[config.mk]
export PLATFORM = sky130hd
export DESIGN_NAME = gfMulDiv
export DESIGN_NICKNAME = d
export VERILOG_FILES = /design/src/rtl/gfmd_pkg.sv /design/src/rtl/gfmdMulComb.sv /design/src/rtl/gfmdCtrl.sv /design/src/rtl/gfmdDatapath.sv /design/src/rtl/gfMulDiv.sv
export SDC_FILE = /design/constraint.sdc
export NUM_CORES = 1
export LEC_CHECK = 0
export BUFFER_PORTS_ARGS = -buffer_cell sky130_fd_sc_hd__buf_2
export CORE_MARGIN = 1
export CORE_UTILIZATION = 50
export CTS_CLUSTER_SIZE = 30
export DETAILED_ROUTE_END_ITERATION = 8
export GPL_ROUTABILITY_DRIVEN = 1
export PLACE_DENSITY_LB_ADDON = 0.1
export SYNTH_ARGS = -nofsm -noshare
export SYNTH_HDL_FRONTEND = slang
export SYNTH_SLANG_ARGS = --single-unit
[constraint.sdc]
create_clock -name clk -period 45.3 [get_ports clk]
set_input_delay 13.59 -clock clk [delete_from_list [all_inputs] [get_ports clk]]
set_output_delay 13.59 -clock clk [all_outputs]
set_load 0.1 [all_outputs]
[src/rtl/gfmd_pkg.sv]
package gfmd_pkg;

  // Strobes from the sequencer to the datapath, one-hot or idle.
  typedef struct packed {
    logic capture;  // latch raw inputs
    logic load;     // seed the reduction registers
    logic step;     // perform one reduction step
    logic finish;   // register the result
  } gfmdStrobes_t;

  typedef enum logic [1:0] {
    ST_IDLE = 2'd0,
    ST_LOAD = 2'd1,
    ST_RUN  = 2'd2,
    ST_FIN  = 2'd3
  } gfmdState_t;

endpackage

[src/rtl/gfmdMulComb.sv]
// Combinational a*b mod f with a runtime degree, MSB-first Horner chain.
module gfmdMulComb #(
  parameter int M = 16
) (
  input  logic [M:0]   poly,     // masked field polynomial
  input  logic [M:0]   topSel,   // one-hot at bit m
  input  logic [M-1:0] mulA,     // masked, bits >= m are zero
  input  logic [M-1:0] mulB,     // masked, bits >= m are zero
  output logic [M:0]   product   // < x^m
);

  logic [M:0] acc [0:M];

  assign acc[0] = '0;

  for (genvar i = 0; i < M; i++) begin : g_stage
    logic [M:0] shifted;
    logic [M:0] reduced;
    assign shifted = {acc[i][M-1:0], 1'b0};
    assign reduced = (|(shifted & topSel)) ? (shifted ^ poly) : shifted;
    assign acc[i+1] = mulA[M-1-i] ? (reduced ^ {1'b0, mulB}) : reduced;
  end

  assign product = acc[M];

endmodule

[src/rtl/gfmdCtrl.sv]
// Sequencer: accept, load, 2m reduction steps, finish.
module gfmdCtrl
  import gfmd_pkg::*;
#(
  parameter int M     = 16,
  parameter int DEG_W = $clog2(M + 1)
) (
  input  logic             clk,
  input  logic             rstN,
  input  logic             start,
  input  logic [DEG_W-1:0] degreeIn,
  output gfmdStrobes_t     stb,
  output logic             busy,
  output logic             done
);

  localparam int CW = DEG_W + 1;
  localparam int EW = DEG_W + 2;

  gfmdState_t       stateQ;
  logic [DEG_W-1:0] mQ;
  logic [CW-1:0]    cntQ;
  logic             doneQ;
  logic             accept;

  assign accept = start && (stateQ == ST_IDLE);
  assign busy   = (stateQ != ST_IDLE);
  assign done   = doneQ;

  always_comb begin
    stb         = '0;
    stb.capture = accept;
    stb.load    = (stateQ == ST_LOAD);
    stb.step    = (stateQ == ST_RUN);
    stb.finish  = (stateQ == ST_FIN);
  end

  always_ff @(posedge clk or negedge rstN) begin
    if (!rstN) begin
      stateQ <= ST_IDLE;
      mQ     <= '0;
      cntQ   <= '0;
      doneQ  <= 1'b0;
    end else begin
      doneQ <= (stateQ == ST_FIN);
      unique case (stateQ)
        ST_IDLE: begin
          if (start) begin
            mQ     <= degreeIn;
            stateQ <= ST_LOAD;
          end
        end
        ST_LOAD: begin
          cntQ   <= {mQ, 1'b0} - CW'(1);
          stateQ <= ST_RUN;
        end
        ST_RUN: begin
          if (cntQ == '0) stateQ <= ST_FIN;
          else            cntQ   <= cntQ - CW'(1);
        end
        ST_FIN: stateQ <= ST_IDLE;
        default: stateQ <= ST_IDLE;
      endcase
    end
  end

  // Checker-only cycle counter since the last accepted start.
  logic [EW-1:0] elapsedQ;
  always_ff @(posedge clk or negedge rstN) begin
    if (!rstN)                elapsedQ <= '0;
    else if (accept)          elapsedQ <= '0;
    else if (~&elapsedQ)      elapsedQ <= elapsedQ + EW'(1);
  end


  latency_fixed_chk: assert property (@(posedge clk) disable iff (!rstN)
    done |-> (elapsedQ == ({1'b0, mQ, 1'b0} + EW'(2))));


  done_pulse_chk: assert property (@(posedge clk) disable iff (!rstN)
    done |=> !done);


  idle_at_done_chk: assert property (@(posedge clk) disable iff (!rstN)
    done |-> !busy);


  start_ignored_chk: assert property (@(posedge clk) disable iff (!rstN)
    (busy && start) |=> (mQ == $past(mQ)));

endmodule

[src/rtl/gfmdDatapath.sv]
// Operand capture, product seed and constant-time binary Euclid divider.
module gfmdDatapath
  import gfmd_pkg::*;
#(
  parameter int M     = 16,
  parameter int DEG_W = $clog2(M + 1)
) (
  input  logic             clk,
  input  logic             rstN,
  input  gfmdStrobes_t     stb,
  input  logic [DEG_W-1:0] degreeIn,
  input  logic [M:0]       polyIn,
  input  logic [M-1:0]     aIn,
  input  logic [M-1:0]     bIn,
  input  logic [M-1:0]     cIn,
  output logic [M-1:0]     result,
  output logic             divZero
);

  localparam int DW = DEG_W + 1;

  // Captured inputs
  logic [M-1:0]     aQ, bQ, cQ;
  logic [M:0]       polyQ;
  logic [DEG_W-1:0] mQ;

  // Reduction state
  logic [M:0]    regR, regS, regU, regV;
  logic [DW-1:0] deltaQ;
  logic          zeroQ;
  logic [M-1:0]  resultQ;
  logic          divZeroQ;

  // Derived masks for the runtime degree
  logic [M:0] topSel, lowMask, polyEff;
  logic [M:0] aMask, bMask, cMask;
  logic [M:0] prod;

  always_comb begin
    topSel  = (M+1)'(1) << mQ;
    lowMask = topSel - (M+1)'(1);
    polyEff = polyQ & (topSel | lowMask);
    aMask   = {1'b0, aQ} & lowMask;
    bMask   = {1'b0, bQ} & lowMask;
    cMask   = {1'b0, cQ} & lowMask;
  end

  gfmdMulComb #(.M(M)) u_mul (
    .poly    (polyEff),
    .topSel  (topSel),
    .mulA    (aMask[M-1:0]),
    .mulB    (bMask[M-1:0]),
    .product (prod)
  );

  function automatic logic [M:0] timesX(input logic [M:0] v,
                                        input logic [M:0] sel,
                                        input logic [M:0] f);
    logic [M:0] sh;
    sh = {v[M-1:0], 1'b0};
    return (|(sh & sel)) ? (sh ^ f) : sh;
  endfunction

  function automatic logic [M:0] overX(input logic [M:0] v,
                                       input logic [M:0] f);
    logic [M:0] t;
    t = v[0] ? (v ^ f) : v;
    return {1'b0, t[M:1]};
  endfunction

  // One reduction step
  logic [M:0]    nR, nS, nU, nV;
  logic [DW-1:0] nDelta;
  logic          rTop, sTop;
  logic [M:0]    sSub, vSub;

  always_comb begin
    rTop   = |(regR & topSel);
    sTop   = |(regS & topSel);
    sSub   = sTop ? (regS ^ regR) : regS;
    vSub   = sTop ? (regV ^ regU) : regV;
    nR     = regR;
    nS     = regS;
    nU     = regU;
    nV     = regV;
    nDelta = deltaQ;
    if (!rTop) begin
      nR     = {regR[M-1:0], 1'b0};
      nU     = timesX(regU, topSel, polyEff);
      nDelta = deltaQ + DW'(1);
    end else if (deltaQ == '0) begin
      nR     = {sSub[M-1:0], 1'b0};
      nS     = regR;
      nU     = timesX(vSub, topSel, polyEff);
      nV     = regU;
      nDelta = DW'(1);
    end else begin
      nS     = {sSub[M-1:0], 1'b0};
      nV     = vSub;
      nU     = overX(regU, polyEff);
      nDelta = deltaQ - DW'(1);
    end
  end

  always_ff @(posedge clk or negedge rstN) begin
    if (!rstN) begin
      aQ       <= '0;
      bQ       <= '0;
      cQ       <= '0;
      polyQ    <= '0;
      mQ       <= '0;
      regR     <= '0;
      regS     <= '0;
      regU     <= '0;
      regV     <= '0;
      deltaQ   <= '0;
      zeroQ    <= 1'b0;
      resultQ  <= '0;
      divZeroQ <= 1'b0;
    end else begin
      if (stb.capture) begin
        aQ    <= aIn;
        bQ    <= bIn;
        cQ    <= cIn;
        polyQ <= polyIn;
        mQ    <= degreeIn;
      end
      if (stb.load) begin
        regR   <= cMask;
        regS   <= polyEff;
        regU   <= prod;
        regV   <= '0;
        deltaQ <= '0;
        zeroQ  <= (cMask == '0);
      end
      if (stb.step) begin
        regR   <= nR;
        regS   <= nS;
        regU   <= nU;
        regV   <= nV;
        deltaQ <= nDelta;
      end
      if (stb.finish) begin
        resultQ  <= zeroQ ? '0 : regU[M-1:0];
        divZeroQ <= zeroQ;
      end
    end
  end

  assign result  = resultQ;
  assign divZero = divZeroQ;


  result_reduced_chk: assert property (@(posedge clk) disable iff (!rstN)
    stb.finish |=> ((resultQ & ~lowMask[M-1:0]) == '0));


  zero_div_result_chk: assert property (@(posedge clk) disable iff (!rstN)
    stb.finish |=> (!divZeroQ || (resultQ == '0)));


  seed_reduced_chk: assert property (@(posedge clk) disable iff (!rstN)
    stb.load |=> ((regU & ~lowMask) == '0));

endmodule

[src/rtl/gfMulDiv.sv]
// Top: a*b/c over GF(2^m), runtime m and polynomial, 2m+2 cycle latency.
module gfMulDiv
  import gfmd_pkg::*;
#(
  parameter int M     = 16,
  parameter int DEG_W = $clog2(M + 1)
) (
  input  logic             clk,
  input  logic             rstN,
  input  logic             start,
  input  logic [DEG_W-1:0] degree,
  input  logic [M:0]       fieldPoly,
  input  logic [M-1:0]     opA,
  input  logic [M-1:0]     opB,
  input  logic [M-1:0]     opC,
  output logic             busy,
  output logic             done,
  output logic             divZero,
  output logic [M-1:0]     result
);

  gfmdStrobes_t stb;

  gfmdCtrl #(.M(M), .DEG_W(DEG_W)) u_ctrl (
    .clk      (clk),
    .rstN     (rstN),
    .start    (start),
    .degreeIn (degree),
    .stb      (stb),
    .busy     (busy),
    .done     (done)
  );

  gfmdDatapath #(.M(M), .DEG_W(DEG_W)) u_dp (
    .clk      (clk),
    .rstN     (rstN),
    .stb      (stb),
    .degreeIn (degree),
    .polyIn   (fieldPoly),
    .aIn      (opA),
    .bIn      (opB),
    .cIn      (opC),
    .result   (result),
    .divZero  (divZero)
  );


  flag_with_zero_chk: assert property (@(posedge clk) disable iff (!rstN)
    (done && divZero) |-> (result == '0));

endmodule

==> impl_metrics.py <==
metrics = {
    "status": {
        "status": "finished, final reports clean",
    },
    "grt": {
        "grt_antenna_before_repair": 2,
        "grt_pass1_vias": 19460,
        "grt_max_degree": 86,
        "grt_pass1_wl_um": 130000,
        "grt_usage": 0.421,
        "grt_overflow": 0,
    },
    "route": {
        "dr_total_vias": 21352,
        "routedWlPerCell_um": 27.7,
        "drc": 0,
        "drt-pass1-iter-count": 8,
        "final_antenna_net_count": 0,
        "via_per_inst": 6.57,
        "wirelength_um": 90100,
        "drt-initial-drc-count": 3100,
    },
    "job": {
        "cap_violations": 0,
    },
    "worst_setup_path": {
        "worstPathArrival_ps": 28540,
        "reg2reg_slack_ps": 17130,
        "endpoint_kind": "flip-flop",
        "criticalPathCategory": "flip-flop to flip-flop",
        "path_max_fanout": 28,
        "start_kind": "flip-flop",
        "path_buf_inv": 4,
        "critPathLaunch": "u_ctrl.mQ[2]$_DFFE_PN0P_",
        "path_depth": 74,
        "cpPeakStageDelay_ps": 1040,
        "crit_family": "simple AND/OR/NAND/NOR gates",
        "reg2reg_to": "u_dp.regU[13]$_DFFE_PN0P_",
        "regToRegStartpoint": "u_ctrl.mQ[2]$_DFFE_PN0P_",
        "critPathMostFrequentCell": "nor2_1",
        "slowest_stage": "nor4_2",
        "worstPathRequired_ps": 45670,
        "reg2reg_depth": 74,
    },
    "cts": {
        "ctsResizeCount": 0,
        "cts.sinks": 170,
        "postCtsSetupBuffers": 0,
        "cts_hold_buf": 0,
        "clkLatencyLatePin_ps": 490,
        "cts_tree": "built",
        "clock_path_buffers": 2,
        "h-tree-depth": 4,
        "path_clk_slew_ps": 80,
        "cts-root-buf": "clkbuf_16",
        "cts_buffers": 17,
    },
    "placed_design": {
        "port_buffers": 91,
        "place_congestion": 0.981,
        "dp_hpwl_um": 60600,
    },
    "logic_synthesis": {
        "synthFlopType": "dfrtp_1",
        "synth_cell_type_count": 98,
        "ys_warn_count": 0,
        "syn_nets": 2874,
        "syn_area_per_cell_um2": 7.57,
        "ys_seq_elements": 170,
        "async_flop_share": 1.00,
        "synth.yosys.seq_area_share": 0.203,
        "synth-edff-count": 0,
        "synthCells": 2770,
        "synth_area_um2": 21000,
    },
    "timing": {
        "fin_hold_ws_ps": 502,
        "finalSetupTns_ps": 0,
        "final_hold_viol_count": 0,
        "maxSlewViolCount": 0,
        "finalCriticalPeriod_ps": 28170,
        "skew_ps": 29.2,
        "slew_headroom": 0.169,
        "setup_viol": 0,
        "max_freq_mhz": 35.5,
        "rsz0062_at_grt": "false",
        "period_share": 0.622,
        "max_slew.worst_pin.slew_ps": 1240,
    },
    "floorplanning": {
        "core.rowCount": 74,
        "die_x_um": 207,
        "dieHeight_um": 207,
        "ioPinCount": 92,
        "core-area_um2": 41100,
        "start_util": 0.510,
        "die-area_um2": 42700,
    },
    "min_path": {
        "hold_depth": 1,
        "hold_end": "u_dp.bQ[5]$_DFFE_PN0P_",
        "hold_class": "flip-flop to flip-flop",
        "hp-start": "u_dp.bQ[5]$_DFFE_PN0P_",
    },
    "finish": {
        "final_util": 0.528,
        "area_growth_pct": 3.59,
        "mostFrequentLayoutCells": "482 x nand2_1, 293 x xnor2_1, 170 x dfrtp_1, 164 x a21oi_1, 159 x o21ai_0",
        "layout-drive-gt1-share": 0.136,
        "final_common_cell": "nand2_1",
        "layout.nets": 2806,
    },
}
==> logic make-up (layout without fill, tap and decap cells) <==
| family | after synthesis | in the layout | synth area share |
|---|---|---|---|
| AND/OR/NAND/NOR | 1161 | 1161 | 0.277 |
| multiplexers | 78 | 78 | 0.0415 |
| other | 0 | 4 | 0 |
| buffers and inverters | 285 | 230 | 0.0848 |
| adder cells (fa/ha/maj) | 31 | 31 | 0.0185 |
| XOR/XNOR | 410 | 410 | 0.175 |
| AO/OA/AOI/OAI | 635 | 635 | 0.200 |
| flip-flops | 170 | 170 | 0.203 |
==> synthesized netlist by cell type (16+ instances only) <==
master,count,area [µm²]
nand3b_1,23,173
buf_6,39,439
nand2b_1,31,194
xor2_1,110,963
a211oi_1,36,270
o211ai_1,20,150
mux2_2,71,800
or3_1,56,350
o21ai_1,17,85.1
and2_1,56,350
nor2b_1,53,332
a31o_2,16,140
buf_4,30,225
o21a_1,20,150
nand3_1,146,731
dfrtp_1,170,4250
ha_1,31,388
nor2_1,137,514
buf_2,31,155
a41oi_1,16,140
nand2_1,483,1810
clkbuf_1,104,390
a21o_1,18,135
o22ai_1,21,131
or2b_1,17,128
nor3_1,43,215
o2111ai_1,35,307
inv_1,22,82.6
o21ai_0,159,796
a21oi_1,164,821
xnor2_1,293,2570
==> layer usage <==
layer,vias to the layer above,GRT usage,part of all wire
li1,9508,-,-
met1,10062,0.562,0.40
met2,1429,0.613,0.41
met4,0,0.242,0.062
met5,-,0,0
met3,353,0.105,0.13
==> area by class of cell <==
class,instances,area [µm²]
repair buffers,166,1030
diodes,4,10.0
inverters,32,120
fillers,4026,19400
multi-input cells,2315,15000
well taps,532,666
flip-flops and latches,170,4250
clock buffers,17,425
clock inverters,15,203
==> registers in the layout (all words and copies together), names as in the netlist, 16 cells and up <==
register     flops
u_dp.regS       17
u_dp.result     16
u_dp.aQ         16
u_dp.polyQ      17
u_dp.regR       17
u_dp.regU       17
u_dp.regV       16
u_dp.cQ         16
u_dp.bQ         16
==> worst max-delay path by stage <==
stage / endpoint / slack (ps)
4_1_cts: u_dp.regU[13]$_DFFE_PN0P_ / 17950
3_3_place_gp: u_dp.regU[13]$_DFFE_PN0P_ / 19000
2_1_floorplan: u_dp.regU[13]$_DFFE_PN0P_ / 24930
5_1_grt: u_dp.regU[13]$_DFFE_PN0P_ / 15460
6_report: u_dp.regU[13]$_DFFE_PN0P_ / 17130
3_5_place_dp: u_dp.regU[13]$_DFFE_PN0P_ / 18010
==> worst reg2reg max path, delay by kind of cell (launching register included) <==
family,cells,cell delay (ps)
flip-flops,1,910
adder cells (fa/ha/maj),1,390
XOR/XNOR,13,3660
AO/OA/AOI/OAI,20,6280
buffers and inverters,4,1200
AND/OR/NAND/NOR,36,15600
==> stage by stage <==
step	cell area, µm²	std cells	worst slack [ps]
final	21700	3251	17130
after global routing	21700	3247	15460
after CTS	21700	3247	17950
after detailed placement	21100	3215	18010
after global placement	21100	3215	19000
after floorplan	21000	2770	24930
Power is not shown: default switching activity piles up to over one toggle a cycle in this logic, so the estimate is an artifact.
